<file path="src/rtl/disp_addr_pkg.sv">
package disp_addr_pkg;
  typedef enum logic {
    ADV_ROW_FIRST = 1'b0,
    ADV_COL_FIRST = 1'b1
  } adv_order_e;
endpackage

</file>
<file path="src/rtl/dag_limit_clamp.sv">
module dag_limit_clamp #(
  parameter int W    = 4,
  parameter int MAXV = 12
) (
  input  logic [W-1:0] raw_i,
  output logic [W-1:0] lim_o
);
  localparam logic [W-1:0] MaxL = W'(MAXV);
  always_comb lim_o = (raw_i > MaxL) ? MaxL : raw_i;
endmodule

</file>
<file path="src/rtl/dag_step.sv">
module dag_step
  import disp_addr_pkg::*;
#(
  parameter int COL_W  = 7,
  parameter int BANK_W = 4
) (
  input  adv_order_e        order_i,
  input  logic [COL_W-1:0]  col_i,
  input  logic [BANK_W-1:0] bank_i,
  input  logic [COL_W-1:0]  xlim_i,
  input  logic [BANK_W-1:0] ylim_i,
  output logic [COL_W-1:0]  col_o,
  output logic [BANK_W-1:0] bank_o
);
  logic col_end, bank_end;
  logic [COL_W-1:0]  col_inc;
  logic [BANK_W-1:0] bank_inc;

  // >= so a limit lowered under the pointer still wraps
  assign col_end  = (col_i >= xlim_i);
  assign bank_end = (bank_i >= ylim_i);
  assign col_inc  = col_i + COL_W'(1);
  assign bank_inc = bank_i + BANK_W'(1);

  always_comb begin
    col_o  = col_i;
    bank_o = bank_i;
    if (order_i == ADV_ROW_FIRST) begin
      if (col_end) begin
        col_o  = '0;
        bank_o = bank_end ? '0 : bank_inc;
      end else begin
        col_o = col_inc;
      end
    end else begin
      if (bank_end) begin
        bank_o = '0;
        col_o  = col_end ? '0 : col_inc;
      end else begin
        bank_o = bank_inc;
      end
    end
  end
endmodule

</file>
<file path="src/rtl/dag_col_map.sv">
module dag_col_map #(
  parameter int COL_W    = 7,
  parameter int NUM_COLS = 128
) (
  input  logic             mirror_i,
  input  logic [COL_W-1:0] col_i,
  output logic [COL_W-1:0] col_o
);
  localparam logic [COL_W-1:0] LastCol = COL_W'(NUM_COLS - 1);
  always_comb col_o = mirror_i ? (LastCol - col_i) : col_i;
endmodule

</file>
<file path="src/rtl/disp_addr_gen.sv">
module disp_addr_gen
  import disp_addr_pkg::*;
#(
  parameter int NUM_BANKS = 13,
  parameter int NUM_COLS  = 128,
  localparam int BANK_W   = $clog2(NUM_BANKS),
  localparam int COL_W    = $clog2(NUM_COLS)
) (
  input  logic              clk_i,
  input  logic              rst_ni,
  input  logic              mode_we_i,
  input  logic              mode_vert_i,
  input  logic              mode_mirror_i,
  input  logic [COL_W-1:0]  xlim_i,
  input  logic [BANK_W-1:0] ylim_i,
  input  logic              setx_i,
  input  logic [COL_W-1:0]  setx_val_i,
  input  logic              sety_i,
  input  logic [BANK_W-1:0] sety_val_i,
  input  logic              data_valid_i,
  output logic [BANK_W-1:0] bank_o,
  output logic [COL_W-1:0]  col_o,
  output logic              mem_we_o
);
  logic [COL_W-1:0]  col_q, col_nxt, x_eff, setx_cl;
  logic [BANK_W-1:0] bank_q, bank_nxt, y_eff, sety_cl;
  adv_order_e        order_q;
  logic              mirror_q;
  logic              cmd_any, wr;

  dag_limit_clamp #(.W(COL_W), .MAXV(NUM_COLS - 1)) u_xclamp (
    .raw_i(xlim_i), .lim_o(x_eff)
  );
  dag_limit_clamp #(.W(BANK_W), .MAXV(NUM_BANKS - 1)) u_yclamp (
    .raw_i(ylim_i), .lim_o(y_eff)
  );

  dag_step #(.COL_W(COL_W), .BANK_W(BANK_W)) u_step (
    .order_i(order_q), .col_i(col_q), .bank_i(bank_q),
    .xlim_i(x_eff), .ylim_i(y_eff),
    .col_o(col_nxt), .bank_o(bank_nxt)
  );

  dag_col_map #(.COL_W(COL_W), .NUM_COLS(NUM_COLS)) u_map (
    .mirror_i(mirror_q), .col_i(col_q), .col_o(col_o)
  );

  assign setx_cl  = (setx_val_i > x_eff) ? x_eff : setx_val_i;
  assign sety_cl  = (sety_val_i > y_eff) ? y_eff : sety_val_i;
  assign cmd_any  = setx_i | sety_i | mode_we_i;
  assign wr       = data_valid_i & ~cmd_any;
  assign mem_we_o = wr;
  assign bank_o   = bank_q;

  always_ff @(posedge clk_i or negedge rst_ni) begin
    if (!rst_ni) begin
      col_q    <= '0;
      bank_q   <= '0;
      order_q  <= ADV_ROW_FIRST;
      mirror_q <= 1'b0;
    end else if (cmd_any) begin
      if (setx_i) col_q <= setx_cl;
      if (sety_i) bank_q <= sety_cl;
      if (mode_we_i) begin
        order_q  <= mode_vert_i ? ADV_COL_FIRST : ADV_ROW_FIRST;
        mirror_q <= mode_mirror_i;
      end
    end else if (wr) begin
      col_q  <= col_nxt;
      bank_q <= bank_nxt;
    end
  end
endmodule

</file>
<file path="config.mk">
export PLATFORM = sky130hd
export DESIGN_NAME = disp_addr_gen
export DESIGN_NICKNAME = d
export VERILOG_FILES = /design/src/rtl/disp_addr_pkg.sv /design/src/rtl/dag_limit_clamp.sv /design/src/rtl/dag_step.sv /design/src/rtl/dag_col_map.sv /design/src/rtl/disp_addr_gen.sv
export SDC_FILE = /design/constraint.sdc
export NUM_CORES = 1
export LEC_CHECK = 0
export ABC_AREA = 0
export BUFFER_PORTS_ARGS = -buffer_cell sky130_fd_sc_hd__clkbuf_2
export CAP_MARGIN = 20
export CORE_ASPECT_RATIO = 0.6
export CORE_MARGIN = 1.5
export CORE_UTILIZATION = 60
export CTS_CLUSTER_SIZE = 10
export DETAILED_ROUTE_END_ITERATION = 8
export PLACE_DENSITY = 0.87
export SLEW_MARGIN = 40
export SYNTH_ARGS = -nofsm -noshare
export SYNTH_HDL_FRONTEND = slang
export SYNTH_HIERARCHICAL = 1
export SYNTH_SLANG_ARGS = --single-unit
</file>
<file path="constraint.sdc">
create_clock -name clk_i -period 6.1 [get_ports clk_i]
set_input_delay 0.915 -clock clk_i [delete_from_list [all_inputs] [get_ports clk_i]]
set_output_delay 0.915 -clock clk_i [all_outputs]
set_load 0.05 [all_outputs]
</file>
Word-level counts from Yosys, hierarchy flattened:

Index checks and enable logic that the tools add are counted.

* add/subtract/negate cells: 3
* order comparisons: 6
* eq/ne operators: 3
* muxes and demuxes: 18
* bitwise logic cells: 4
* reduce and logical (&&, ||, !) cells: 5

Operators by type and width (count)
* 7-bit 2-to-1 mux: 9
* 4-bit 2-to-1 mux: 8
* 7-bit by 1-bit adder with 7-bit output (second input constant): 1
* 7-bit >= comparator: 1
* 7-bit > comparator: 1
* 7-bit > comparator (second input constant): 1
* 7-bit subtractor (first input constant): 1
* 3-bit AND reduction: 2
* 4-bit by 1-bit adder with 4-bit output (second input constant): 1
* 4-bit >= comparator: 1
* 4-bit > comparator: 1
* 4-bit > comparator (second input constant): 1
* 2-bit != test (second input constant): 2
* 3-bit by 1-bit != test with 1-bit output (second input constant): 1
* 3-bit nonzero test: 1
* 1-bit OR: 2
* 2-bit AND reduction: 1
* 2-bit nonzero test: 1
* 1-bit AND: 1
* 1-bit 2-to-1 mux: 1
* 1-bit NOT: 1

* register bits: 13
* input port bits: 30
* logic and storage cells: 43

Longest topological paths before layout:

Gate-level depths: netlist of run 1.

* word-level depth: 8
* mapped depth: 12

Hierarchy:

Netlist of run 1, hierarchy kept.

By module, submodules not included
* disp_addr_gen: instances 1, cells each 132, area each 1189.9 µm², sequential area each 325.3 µm²
* dag_step: instances 1, cells each 83, area each 614.3 µm², sequential area each 0.0 µm²
* dag_col_map: instances 1, cells each 8, area each 72.6 µm², sequential area each 0.0 µm²
* dag_limit_clamp at u_xclamp: instances 1, cells each 7, area each 26.3 µm², sequential area each 0.0 µm²
* dag_limit_clamp at u_yclamp: instances 1, cells each 4, area each 22.5 µm², sequential area each 0.0 µm²

Worst setup path before layout of run 1:

OpenSTA, ideal clock, no wires.

* kind: input to output
* from: input port sety_i
* to: output port mem_we_o
* data arrival time: 2.440 ns
* slack: 2.745 ns
* stages on the path: 3
* cells stage by stage: or2_1 -> buf_4 -> nor3b_1

* longest elaborated chain between the ends: 4

RTL lines
* start, declared: line disp_addr_gen.sv:18 `input logic sety_i,`
* 1-bit OR (2 in a row): line disp_addr_gen.sv:50 `assign cmd_any = setx_i | sety_i | mode_we_i;`
* 1-bit NOT: line disp_addr_gen.sv:51 `assign wr = data_valid_i & ~cmd_any;`
* 1-bit AND: line disp_addr_gen.sv:51
* end, declared: line disp_addr_gen.sv:23 `output logic mem_we_o`

No other way between the ends.

Final worst setup path of run 1:

* from: input port ylim_i[3]
* to: register col_q[5]

* longest elaborated chain between the ends: 5

RTL lines
* start, declared: line disp_addr_gen.sv:15 `input logic [BANK_W-1:0] ylim_i,`
* 4-bit > comparator: line dag_limit_clamp.sv:9 `always_comb lim_o = (raw_i > MaxL) ? MaxL : raw_i;`
* 4-bit 2-to-1 mux: line dag_limit_clamp.sv:9
* net y_eff[0]: line disp_addr_gen.sv:26 `logic [BANK_W-1:0] bank_q, bank_nxt, y_eff, sety_cl;`
* 4-bit >= comparator: line dag_step.sv:21 `assign bank_end = (bank_i >= ylim_i);`
* 3-bit by 1-bit != test with 1-bit output (no source line)
* 3-bit AND reduction (no source line)
* end signal, assigned: line disp_addr_gen.sv:62 `if (setx_i) col_q <= setx_cl;`
* end signal, assigned: line disp_addr_gen.sv:69 `col_q <= col_nxt;`
* end, declared: line disp_addr_gen.sv:25 `logic [COL_W-1:0] col_q, col_nxt, x_eff, setx_cl;`

The timed path passes the listed nets, and every way through them passes these cells.
A chain may end at the register's enable or synchronous reset.

==> impl_results.md, run 1 <==
- Pre-antenna DRT Iters: 4
- CTS resizes: 0
- Effective utilization at floorplan: 0.6494
- Worst slew pin tran: approximately 0.6 ns
- Area grow syn2layout: 10.40%
- Largest area contributor in the netlist: dfrtp_1
- Sw Pwr: 0.2799 mW
- Routability cong.: approximately 0.95
- PortBufs: between 40 and 50
- Clk sink count: 13
- Clock Path Buffers: 2
- CP Launch Type: input port
- Max-capacitance violation count: 0
- N_diodes: 0
- Core Region: 2965 µm²
- Rel. slew slack: 0.5976
- CP Data Arrival Time: between 3 and 4 ns
- Synthesized area: between 1500 and 2000 µm²
- Clk_lat worst skew: around 0.25 ns
- Number of remaining DRC errors: 0
- Min-Delay Path Class: in -> async
- RSZ-0062 raised after global routing: false
- Wire length per cell: ~16 µm
- Layout cell share with drive strength beyond 1: 0.2405
- Util after Layout: 0.7169
- Cell count after placement: 300
- Avg Synthesized Cell Area: 8.229 µm²
- Total I/O pin count: between 40 and 50
- DR vias: ~1,900
- Required @ worst endpoint: approximately 6.2 ns
- Kind of critical path: in -> reg
- Lkg Pwr: ~1 nW
- Final net count: ~320
- EDFF count, synth: 0
- Synth unique cells: 56
- Global-route wire length before repair: roughly 8300 µm
- Main synth FF type: dfrtp_1
- Pint: roughly 0.27 mW
- Hold Violations, Final: 0
- Min Clock Period, post-route: ~3.3 ns
- Count leader, synth: inv_1
- TritonCTS Buffers: 3
- Synth cell count leaders: 33 x inv_1, 24 x ha_1, 13 x dfrtp_1, 12 x nor2_1, 11 x a21oi_1
- Die Y: between 40 and 50 µm
- Comb power frac: 0.599
- DP Wirelength: around 4000 µm
- Via-to-Cell Ratio: approximately 6.4
- Number of global-route vias before repair: around 1,700
- Layout Cells excl Fill: slightly above 300
- WL final: about 5000 µm
- Synth top area share: 0.1689
- CP max FO: 9
- Overflow left after global routing: 0
- Pwr Density: roughly 260 nW/µm²
- 1st-iter DRT viols: 239
- Clock root buffer: clkbuf_8
- Pin count of the biggest net entering global routing: 17
- Die extent in x: roughly 76 µm
- Slew Limit Fails: 0
- DRT antenna net count: 0
- Switching part of the total: 0.5078
- Clock group share of total power: 0.147
- Post-Syn Instances: between 200 and 250
- Syn_nets: approximately 290
- Asr flop ratio synth: 1.000
- Synthesized flop and latch total: 13
- CP Capture Type: flop
- CTS Hold Buffers Added: 0
- Die area: around 3600 µm²
- TritonCTS clock tree: done
- Initial antenna violation count: 0
- Worst hold slack: roughly 0.56 ns
- Status: complete, no violations
- Clock transition at the registers of the reported paths: approximately 0.060 ns
- Syn. warnings: 6
- Worst vdd ir: ~220 µV
- Top cells by area, synth: dfrtp_1 17%, ha_1 16%, inv_1 6.4%
- Fillcell total: approximately 250
- Post CTS Setup Buffer Count: 0
- Fin Setup TNS: 0 ns
- Sequential power share: 0.254
- H-tree lvl count: 1
- Final setup violation count: 0
- Global Route Usage Sum: 0.3030
- Core Rows: 15
- Final worst clock skew: roughly 0.0010 ns
- Max Clock Freq: roughly 300 MHz
- Seq/Total Area, Yosys: 0.1689
- Period utilisation layout: 0.5462
==> flip-flops by register name (all words and copies together), names as in the netlist <==
name      count
order_q       1
bank_o        4
mirror_q      1
col_q         7
==> per-layer routing <==
metal	GRT usage	up-vias	part of all wire
met5	0	-	0
met4	0.05556	0	0.0050
met3	0.05243	6	0.094
met2	0.4865	83	0.43
met1	0.4415	925	0.47
li1	-	924	-
==> metrics by stage <==
stage | setup slack (ns) | instance area, µm² | power [mW]
6_report | 2.768 | 2126 | 0.5511
5_1_grt | 2.656 | 2126 | 0.5902
4_1_cts | 2.832 | 2126 | 0.5477
3_5_place_dp | 2.572 | 2081 | 0.4642
3_3_place_gp | 2.734 | 2081 | 0.4531
2_1_floorplan | 2.745 | 1926 | 0.3944
==> layout by cell type, fill, tap and decap left out, drive strengths merged, types with 6 or more instances in the layout <==
master / synthesis / final
ha: 24 / 24
o21ai: 7 / 7
a2111oi: 11 / 11
inv: 33 / 33
o32ai: 6 / 6
a21oi: 11 / 11
clkbuf: 11 / 45
nor4: 6 / 6
dfrtp: 13 / 13
nand2: 7 / 7
xor2: 7 / 7
mux2: 9 / 9
nor3: 6 / 6
nor2: 13 / 13
==> critical path, stage by stage <==
cell and delay [ns]:
clkbuf_2 0.12, a21boi_1 0.32, ha_1 0.30, nand2b_4 0.15
a2111oi_4 0.37, o21a_2 0.32, nor2_4 0.09, a221o_1 0.34
mux2_1 0.29, o32ai_1 0.14, nor3_1 0.09
==> final timing paths <==
kind,startpoint,end,slack [ns],cells past startpoint
min in group clk_i,order_q,order_q,0.72,1
setup / recovery,ylim_i[3],col_q[5],2.77,11
hold / removal,rst_ni,order_q,0.56,1
setup reg to reg,col_q[0],col_q[5],3.34,10
hold reg to reg,order_q,order_q,0.72,1
max in group asynchronous,rst_ni,bank_o[3],5.27,1
==> cell type report <==
type                            instances  area, µm²  area share
Sequential cell                        13      325.3      0.1530
Inverter                               33      123.9     0.05827
Clock buffer                            4      45.04     0.02119
Timing Repair Buffer                   41      205.2     0.09653
Tap cell                               42      52.55     0.02472
Multi-Input combinational cell        171       1374      0.6463
==> logic make-up after synthesis <==
kind of cell	share of synthesized area
AOI/OAI and AO/OA	0.2697
xor gates and xnor gates	0.03184
adders and majority gates	0.1559
buffers and inverters	0.1176
DFF	0.1689
muxes	0.05263
and+or+nand+nor	0.2034
==> power groups by stage <==
stage | clock network, mW | registers, mW | logic (mW)
floorplan | 0 | 0.144 | 0.251
global placement | 0 | 0.138 | 0.315
detailed placement | 0 | 0.141 | 0.324
CTS | 0.0822 | 0.139 | 0.326
global route | 0.0867 | 0.144 | 0.359
finish | 0.0811 | 0.140 | 0.330
(Power assumes the default switching activity.)
==> run 2, diff against run 1 <==
ABC_AREA = 1   (was 0)
CORE_UTILIZATION = 56   (was 60)
PLACE_DENSITY = 0.82   (was 0.87)
clock period = 3.3 ns   (was 6.1 ns; I/O delays follow)
==> run 2 against run 1 <==
Via count is 8.2% higher; clock skew is 0.0017 ns higher; area after synthesis is 3.2% higher; clock-buffer cell count is 1 lower; wire length is 5.4% lower; sequential share of layout area is 0.61 points lower; cell area is 4.1% higher; critical endpoint is now col_q[2]; clock power is 78% higher; register-to-register slack worse by 2.1 ns; cell count is 37% higher; hold slack worse by 0.40 ns; critical path type unchanged; utilization is 5.1 points lower.
==> impl_results.md, run 2 <==
- Global Route Usage Sum: 0.2621 (-0.04091)
- TritonCTS Buffers: 3 (unchanged)
- Most frequent CP cell: nand2_1
- Asr flop ratio synth: 1.000 (unchanged)
- Synth cell count leaders: 125 x nand2_1, 63 x inv_1, 34 x nand3_1, 24 x ha_1, 16 x nor2_1
- PortBufs: 41 (unchanged)
- Die Y: 49.16 µm (+4.9%)
- Max-capacitance violation count: 0 (unchanged)
- Number of remaining DRC errors: 0 (unchanged)
- Reg2Reg Setup Slack: 1.24 ns (-2.10 ns)
- Clock transition at the registers of the reported paths: 0.06 ns (about the same)
- Core Region: 3323 µm² (+12%)
- Rel. slew slack: 0.5785 (-0.01912)
- Wire length per cell: 11.33 µm (-31%)
- Worst hold slack: 0.1652 ns (-0.3992 ns)
- Pre-antenna DRT Iters: 5 (+1)
- Max reg flops: 7 (unchanged)
- Effective utilization at floorplan: 0.5983 (-0.05110)
- H-tree lvl count: 1 (unchanged)
- Required @ worst endpoint: 3.44 ns (-2.78 ns)
- RSZ-0062 raised after global routing: false
- Layout cell share with drive strength beyond 1: 0.1838 (-0.05667)
- Total I/O pin count: 42 (unchanged)
- Clk_lat worst skew: 0.24 ns (about the same)
- Global-route wire length before repair: 8086 µm (-2.3%)
- Util after Layout: 0.6660 (-0.05084)
- Min-Delay Path Class: in -> async
- 1st-iter DRT viols: 236 (-1.3%)
- Count leader, synth: nand2_1
- Core Rows: 16 (+1)
- Most common cell after layout, fill and taps aside: nand2_1
- Final worst clock skew: 0.002737 ns (+0.001723 ns)
- Worst vdd ir: 242.4 µV (+9.4%)
- EDFF count, synth: 0 (unchanged)
- Routability cong.: 0.9059 (-4.6%)
- Seq/Total Area, Yosys: 0.1636 (-0.005316)
- Top cells by area, synth: nand2_1 24%, dfrtp_1 16%, ha_1 15%
- Setup ws final: 1.104 ns (-1.664 ns)
- Synth top area share: 0.2360 (+0.06706)
- Synthesized flop and latch total: 13 (unchanged)
- Synth unique cells: 29 (-48%)
- Pre-CTS WS: 0.8812 ns (-1.691 ns)
- Avg Synthesized Cell Area: 5.865 µm² (-29%)
- Most frequent cells in the layout: 125 x nand2_1, 63 x inv_1, 41 x clkbuf_2
- Fin Setup TNS: 0 ns (unchanged)
- Post-Syn Instances: 339 (+45%)
- Cell count after placement: 411 (+37%)
- Hold Violations, Final: 0 (unchanged)
- Via-to-Cell Ratio: 5.053 (-21%)
- Syn_nets: 393 (+36%)
- Pin count of the biggest net entering global routing: 22 (+5)
- Die area: 3928 µm² (+10%)
- Max Clock Freq: ~460 MHz
- Worst flop-to-flop path startpoint: col_q[0]
- TritonCTS clock tree: done
- CP Cell Sequence: clkbuf_2 > a21oi_1 > inv_1 > ha_1 > nand2_1 > inv_1 > nand2_2 > nand4_2 > nand2_1 > nand2_1 > nand2_1 > inv_1 > nor2_1 > nor2_1 > nand2_1 > nand2_1
- Most flops, register: col_q
- Synth Area in Compound Gates: 0.05601 (-0.2136)
- Lkg Pwr: 1.448 nW (+42%)
- FF-to-FF path depth: 15 (+5)
- DP Wirelength: 3860 µm (-2.9%)
- Worst slew pin tran: 0.6316 ns (+0.03201 ns)
- Slew Limit Fails: 0 (unchanged)
- Status: complete, no violations
- Pwr Density: 414.4 nW/µm² (+60%)
- R2R Path End: bank_o[3]
- Post CTS Setup Buffer Count: 0 (unchanged)
- Final net count: 425 (+34%)
- DP Area: 2167 µm² (+4.1%)
- CP Launch Type: input port
- Kind of critical path: in -> reg
- Worst Setup SP: ylim_i[3]
- Critical Path Slowest Stage Cell: ha_1
- XOR/XNOR Fraction of Synth Area: 0.008811 (-0.02303)
- Period utilisation layout: 0.6655
- DR vias: 2,097 (+8.2%)
- Min Clock Period, post-route: roughly 2.2 ns
- Number of global-route vias before repair: 1,733 (+2.6%)
- Synth Area in Adders: 0.1510 (-0.004907)
- Pwr Total: 0.9172 mW (+66%)
- CP max FO: 11 (+2)
- Design area: 2213 µm² (+4.1%)
- Layout Cells excl Fill: 415 (+37%)
- Initial antenna violation count: 0 (unchanged)
- Clk sink count: 13 (unchanged)
- Critical path endpoint: col_q[2]
- Die extent in x: 79.92 µm (+5.0%)
- Main synth FF type: dfrtp_1
- DRT antenna net count: 0 (unchanged)
- Max incr delay on CP: 0.33 ns (-0.04 ns)
- CTS Hold Buffers Added: 0 (unchanged)
- Synthesized area: 1988 µm² (+3.2%)
- Clock Path Buffers: 2 (unchanged)
- Mux contribution to synthesized area: 0.01133 (-0.04130)
- Overflow left after global routing: 0 (unchanged)
- Syn. warnings: 6 (unchanged)
- Area grow syn2layout: 11.33%
- Simple-gate portion of the synthesized area: 0.4412 (+0.2378)
- CP Data Arrival Time: 2.33 ns (-1.12 ns)
- Final setup violation count: 0 (unchanged)
- WL final: 4702 µm (-5.4%)
- Largest area contributor in the netlist: nand2_1
- CP Capture Type: flop
- Combinational family with the most area after synthesis: simple AND/OR/NAND/NOR gates
- Clock root buffer: clkbuf_8
- N_diodes: 0 (unchanged)
- CTS resizes: 0 (unchanged)
## run 2: changes by cell type in the layout (fill, tap and decap cells not counted), sizes merged, moves of 7 or more
cell / before / now
inv: 33 / 67
nand3: 5 / 34
nand2: 7 / 132
mux2: 9 / 2
a2111oi: 11 / 0
## run 2: worst max-delay path, delay by kind of cell
family          cells  cell delay (ns)
compound gates      1             0.25
fa+ha+maj           1             0.33
simple gates       10             1.00
buf+inv             4             0.28
## run 2: cell families (layout without fill, tap and decap cells)
family                     count (synthesis)  after routing
adders and majority gates                 24             24
muxes                                      2              2
buffers and inverters                     81            112
and+or+nand+nor                          199            199
AOI/OAI and AO/OA                         18             18
DFF                                       13             13
xor gates and xnor gates                   2              2
## run 2: area by class of cell
| class | instances | area [µm²] |
|---|---|---|
| multi-input cells | 245 | 1329 |
| fillers | 332 | 1110 |
| flip-flops and latches | 13 | 325.3 |
| inverters | 67 | 251.5 |
| repair buffers | 41 | 205.2 |
| well taps | 45 | 56.30 |
| clock buffers | 3 | 41.29 |
| clock inverters | 1 | 5.005 |
## run 2: per-layer routing
layer / up-vias / wire, µm / GRT usage
li1: 1103 / - / -
met1: 903 / 2452 / 0.4385
met2: 89 / 1753 / 0.3375
met3: 2 / 492 / 0.06542
met4: 0 / 3 / 0.01724
met5: - / 0 / 0
## run 2: worst min-delay path by stage
| stage | start | to |
|---|---|---|
| 6_report | rst_ni | mirror_q |
| 5_1_grt | rst_ni | order_q |
| 4_1_cts | rst_ni | mirror_q |
| 3_5_place_dp | rst_ni | mirror_q |
| 3_3_place_gp | rst_ni | order_q |
| 2_1_floorplan | rst_ni | bank_o[0] |
## run 2: power breakdown
part	total, mW	switching, mW	internal [mW]
Combinational	0.530	0.354	0.175
Clock	0.144	0.0605	0.0835
Sequential	0.244	0.0589	0.185
